## config.mk

```make
export PLATFORM = sky130hd
export DESIGN_NAME = symrx_top
export DESIGN_NICKNAME = d
export VERILOG_FILES = /design/src/rtl/symrx_pkg.sv /design/src/rtl/symrx_sync.sv /design/src/rtl/symrx_chan.sv /design/src/rtl/symrx_arb.sv /design/src/rtl/symrx_top.sv
export SDC_FILE = /design/constraint.sdc
export NUM_CORES = 1
export LEC_CHECK = 0
export BUFFER_PORTS_ARGS = -buffer_cell sky130_fd_sc_hd__buf_2
export CELL_PAD_IN_SITES_DETAIL_PLACEMENT = 0
export CELL_PAD_IN_SITES_GLOBAL_PLACEMENT = 1
export CORE_MARGIN = 2
export CORE_UTILIZATION = 40
export CTS_CLUSTER_SIZE = 8
export DETAILED_ROUTE_END_ITERATION = 12
export PLACE_DENSITY = 0.77
export SLEW_MARGIN = 20
export SYNTH_ARGS = -nofsm -noshare
export SYNTH_HDL_FRONTEND = slang
export SYNTH_SLANG_ARGS = --single-unit
```

## constraint.sdc

```tcl
create_clock -name clk -period 1.6 [get_ports clk]
set_input_delay 0.32 -clock clk [delete_from_list [all_inputs] [get_ports clk]]
set_output_delay 0.32 -clock clk [all_outputs]
set_load 0.01 [all_outputs]
```

## src/rtl/symrx_pkg.sv

```systemverilog
`timescale 1ns/1ps
package symrx_pkg;
  // extra data delay so the captured bit lines up with the last high clock sample
  localparam int unsigned DATA_EXTRA = 1;

  function automatic int unsigned idx_width(input int unsigned n);
    return (n < 2) ? 1 : $clog2(n);
  endfunction
endpackage

```

## src/rtl/symrx_sync.sv

```systemverilog
`timescale 1ns/1ps
module symrx_sync #(
  parameter int unsigned WIDTH  = 1,
  parameter int unsigned STAGES = 2
) (
  input  logic             clk,
  input  logic             rst,
  input  logic [WIDTH-1:0] din,
  output logic [WIDTH-1:0] dout
);
  logic [WIDTH-1:0] stg [STAGES];

  always_ff @(posedge clk) begin
    if (rst) begin
      for (int k = 0; k < STAGES; k++) stg[k] <= '0;
    end else begin
      stg[0] <= din;
      for (int k = 1; k < STAGES; k++) stg[k] <= stg[k-1];
    end
  end

  assign dout = stg[STAGES-1];
endmodule

```

## src/rtl/symrx_chan.sv

```systemverilog
`timescale 1ns/1ps
module symrx_chan (
  input  logic clk,
  input  logic rst,
  input  logic clk_s,
  input  logic en_s,
  input  logic dat_d,
  output logic ev_q,
  output logic bit_q
);
  logic clk_prev;
  logic fall;

  // the history only remembers a high clock when it was seen with the enable on
  assign fall = en_s & clk_prev & ~clk_s;

  always_ff @(posedge clk) begin
    if (rst) begin
      clk_prev <= 1'b0;
      ev_q     <= 1'b0;
      bit_q    <= 1'b0;
    end else begin
      clk_prev <= en_s & clk_s;
      ev_q     <= fall;
      if (fall) bit_q <= dat_d;
    end
  end
endmodule

```

## src/rtl/symrx_arb.sv

```systemverilog
`timescale 1ns/1ps
module symrx_arb #(
  parameter int unsigned N_CH = 6,
  parameter int unsigned CH_W = 3
) (
  input  logic            clk,
  input  logic            rst,
  input  logic [N_CH-1:0] ev,
  input  logic [N_CH-1:0] evbit,
  output logic [N_CH-1:0] req_o,
  output logic            bit_valid,
  output logic            bit_val,
  output logic [CH_W-1:0] bit_ch
);
  logic [N_CH-1:0] pend, pbit, req, rbit, grant;
  logic [CH_W-1:0] sel;
  logic            any;

  always_comb begin
    req = pend | ev;
    for (int i = 0; i < N_CH; i++) rbit[i] = ev[i] ? evbit[i] : pbit[i];
    sel = '0;
    for (int i = N_CH - 1; i >= 0; i--) begin
      if (req[i]) sel = CH_W'(i);
    end
    any   = |req;
    grant = '0;
    if (any) grant[sel] = 1'b1;
  end

  assign req_o = req;

  always_ff @(posedge clk) begin
    if (rst) begin
      pend      <= '0;
      pbit      <= '0;
      bit_valid <= 1'b0;
      bit_val   <= 1'b0;
      bit_ch    <= '0;
    end else begin
      pend      <= req & ~grant;
      pbit      <= rbit;
      bit_valid <= any;
      bit_val   <= any & rbit[sel];
      bit_ch    <= any ? sel : '0;
    end
  end
endmodule

```

## src/rtl/symrx_top.sv

```systemverilog
`timescale 1ns/1ps
module symrx_top #(
  parameter int unsigned N_CH        = 6,
  parameter int unsigned SYNC_STAGES = 2,
  localparam int unsigned CH_W       = symrx_pkg::idx_width(N_CH)
) (
  input  logic            clk,
  input  logic            rst,
  input  logic [N_CH-1:0] sym_clk,
  input  logic [N_CH-1:0] sym_dat,
  input  logic [N_CH-1:0] sym_en,
  output logic            bit_valid,
  output logic            bit_val,
  output logic [CH_W-1:0] bit_ch
);
  localparam int unsigned DAT_STAGES = SYNC_STAGES + symrx_pkg::DATA_EXTRA;

  logic [N_CH-1:0] clk_s, en_s, dat_d;
  logic [N_CH-1:0] ev_q, bit_q, arb_req;

  symrx_sync #(.WIDTH(2*N_CH), .STAGES(SYNC_STAGES)) u_sync_ce (
    .clk (clk),
    .rst (rst),
    .din ({sym_en, sym_clk}),
    .dout({en_s, clk_s})
  );

  symrx_sync #(.WIDTH(N_CH), .STAGES(DAT_STAGES)) u_sync_d (
    .clk (clk),
    .rst (rst),
    .din (sym_dat),
    .dout(dat_d)
  );

  for (genvar g = 0; g < N_CH; g++) begin : g_ch
    symrx_chan u_chan (
      .clk  (clk),
      .rst  (rst),
      .clk_s(clk_s[g]),
      .en_s (en_s[g]),
      .dat_d(dat_d[g]),
      .ev_q (ev_q[g]),
      .bit_q(bit_q[g])
    );
  end

  symrx_arb #(.N_CH(N_CH), .CH_W(CH_W)) u_arb (
    .clk      (clk),
    .rst      (rst),
    .ev       (ev_q),
    .evbit    (bit_q),
    .req_o    (arb_req),
    .bit_valid(bit_valid),
    .bit_val  (bit_val),
    .bit_ch   (bit_ch)
  );
endmodule

```

==> impl_metrics.json <==
{
  "status": "finished, final reports clean",
  "synth-seq-cells": 77,
  "antenna_found_initial": 0,
  "criticalPathCategory": "reg2reg",
  "synth-async-reset-ratio_pct": 0,
  "period_share_pct": 89.1,
  "antenna_cells": 0,
  "die_x_microns": 81.4,
  "cts_buffers": 9,
  "clock.fmax_ghz": 0.702,
  "die_y_microns": 81.4,
  "cts_tree": "yes",
  "antenna_left": 0,
  "cts_setup_buffers": 0,
  "final_common_cell": "dfxtp_1",
  "grt_pass1_wl_mm": 5.35,
  "synth_cell_type_count": 31,
  "initial_utilization_pct": 40.9,
  "clk-insertion-delay-late_ns": 0.32,
  "cts.sinks": 77,
  "syn_area_per_cell_sq_um": 11.7,
  "synth.top_cells.by_area": "dfxtp_1 (64%), nor2b_1 (11%), mux2i_1 (4.6%), nor2_1 (3.1%), nor4bb_1 (2.5%)",
  "yosysSeqAreaShare_pct": 64.4,
  "grt_start_max_net_pins": 57,
  "drc": 0,
  "synthesis.instances": 204,
  "placementRows": 28,
  "synth_nets": 224,
  "dp_slack_ns": 0.203,
  "cp.required_ns": 1.81,
  "synth_top_area_share_pct": 64.4,
  "cts_resized": 0,
  "die_area_sq_um": 6620,
  "setup_viol": 0,
  "hp-class": "in2reg",
  "yosys_warnings": 0,
  "tns_ns": 0,
  "post-route-min-period_ns": 1.43,
  "h-tree-depth": 3,
  "wl_per_cell_microns": 10.2,
  "rsz0062_at_grt": "no",
  "cp.arrival_ns": 1.63,
  "regToRegStartpoint": "g_ch[2].u_chan.ev_q",
  "drt_iter0_drc": 52,
  "final_nets": 256,
  "synth_ff_type": "dfxtp_1",
  "final.fill_count": 554,
  "ir_drop_v": 0.000611,
  "powerDensity_nw_per_um2": 1170,
  "clockRootBuffer": "clkbuf_8",
  "cp-end-kind": "flop",
  "yosys.area.top_type": "dfxtp_1",
  "layout_setup_ws_ns": 0.174,
  "drt_first_pass_iters": 4,
  "finalHoldViolCount": 0,
  "vias": 1409,
  "layout-drive-gt1-share_pct": 20.8,
  "hold_depth": 2,
  "vias_per_cell": 4.47,
  "clock_path_buffers": 2,
  "syn-cell-area_sq_um": 2390,
  "maxCapViolCount": 0,
  "r2r_slack_ns": 0.17,
  "path_max_fanout": 8,
  "r2r-end": "u_arb.bit_val",
  "path_clk_slew_ns": 0.07,
  "place_hpwl_mm": 2.18,
  "portBuffers": 24,
  "core_sq_um": 5850,
  "ioPinCount": 25,
  "grt_usage_pct": 11.2,
  "synth_edf_count": 0,
  "ff2ff_path_depth": 4,
  "hold_start": "sym_en[2]",
  "wl_mm": 3.22,
  "syn_to_final_growth_pct": 16.2,
  "clock_skew_ns": 0.00597,
  "power_leakage_nw": 1.15,
  "slew_viol_final": 0,
  "place_congestion": 0.941,
  "cts_hold_buf": 0,
  "min_to": "u_sync_ce.stg[0][8]",
  "grt_pass1_vias": 1276,
  "start_kind": "flop",
  "grt.overflow.total": 0,
  "final_cell_mix": "dfxtp_1 (77), nor2b_1 (42), buf_2 (24)"
}
==> worst max-delay path: stages, from the launching register on <==
cell	delay, ns
dfxtp_1	0.36
nor4_4	0.47
nand3_2	0.13
a221oi_2	0.28
a211oi_2	0.07
==> metrics by stage <==
step	std cells	util (%)	hold WS, ns	instance area (sq um)	total power [mW]
2_1_floorplan	204	-	0.406	2390	2.09
3_3_place_gp	300	44.8	0.418	2620	2.14
3_5_place_dp	300	44.8	0.420	2620	2.14
4_1_cts	315	47.6	0.177	2780	3.33
5_1_grt	315	47.6	0.180	2780	3.44
6_report	315	47.6	0.201	2780	3.27
==> metal layers <==
layer  share of wire (%)  vias to the layer above  GRT usage (%)
li1                    -                      745              -
met1                  48                      623           13.1
met3                 5.2                        4           4.33
met4                 1.7                        0           10.2
met2                  46                       37           15.7
met5                   0                        -              0
==> power breakdown <==
group          switching [mW]  internal, mW
Sequential             0.0149          1.97
Clock                   0.583         0.594
Combinational          0.0506        0.0585
Total                   0.649          2.62
==> flip-flops by register name, summed over array words and instances, names as in the netlist <==
| signal | cells |
|---|---|
| u_arb.bit_val | 1 |
| g_ch.u_chan.clk_prev | 6 |
| u_sync_ce.stg | 24 |
| u_sync_d.stg | 18 |
| u_arb.bit_valid | 1 |
| u_arb.pbit | 6 |
| g_ch.u_chan.ev_q | 6 |
| u_arb.bit_ch | 3 |
| u_arb.pend | 6 |
| g_ch.u_chan.bit_q | 6 |
==> kinds of logic (layout without fill, tap and decap cells) <==
| logic type | after synthesis | count (layout) | synth area share, % |
|---|---|---|---|
| and+or+nand+nor | 97 | 97 | 25.3 |
| DFF | 77 | 77 | 64.4 |
| muxes | 12 | 12 | 5.07 |
| AOI/OAI and AO/OA | 9 | 9 | 3.76 |
| buffers and inverters | 8 | 44 | 1.31 |
| other | 1 | 1 | 0.157 |
==> layout make-up <==
cell class | instances | area [sq um] | share of cell area [%]
clock buffers | 13 | 149 | 5.35
inverters | 1 | 3.75 | 0.135
multi-input cells | 119 | 822 | 29.5
flip-flops and latches | 77 | 1540 | 55.4
well taps | 75 | 93.8 | 3.37
clock inverters | 2 | 10.0 | 0.360
repair buffers | 28 | 163 | 5.85
==> worst max-delay path by stage <==
stage / endpoint / depth (start not counted) / start / slack, ns
floorplan: u_arb.bit_val / 4 / g_ch[2].u_chan.ev_q / 0.29
global placement: u_arb.bit_val / 4 / g_ch[2].u_chan.ev_q / 0.23
detailed placement: u_arb.bit_val / 4 / g_ch[2].u_chan.ev_q / 0.20
CTS: u_arb.bit_val / 4 / g_ch[2].u_chan.ev_q / 0.20
global route: u_arb.bit_val / 4 / g_ch[2].u_chan.ev_q / 0.10
finish: u_arb.bit_val / 4 / g_ch[2].u_chan.ev_q / 0.17
==> synth_stat cells (3+ instances only) <==
master,count
and3_1,8
nand2_1,3
nor4bb_1,6
nor3_1,4
clkbuf_1,5
mux2i_1,11
nor2_1,20
nand3b_1,7
nor2b_1,42
dfxtp_1,77
No activity file was read; power rests on OpenSTA's default activity.
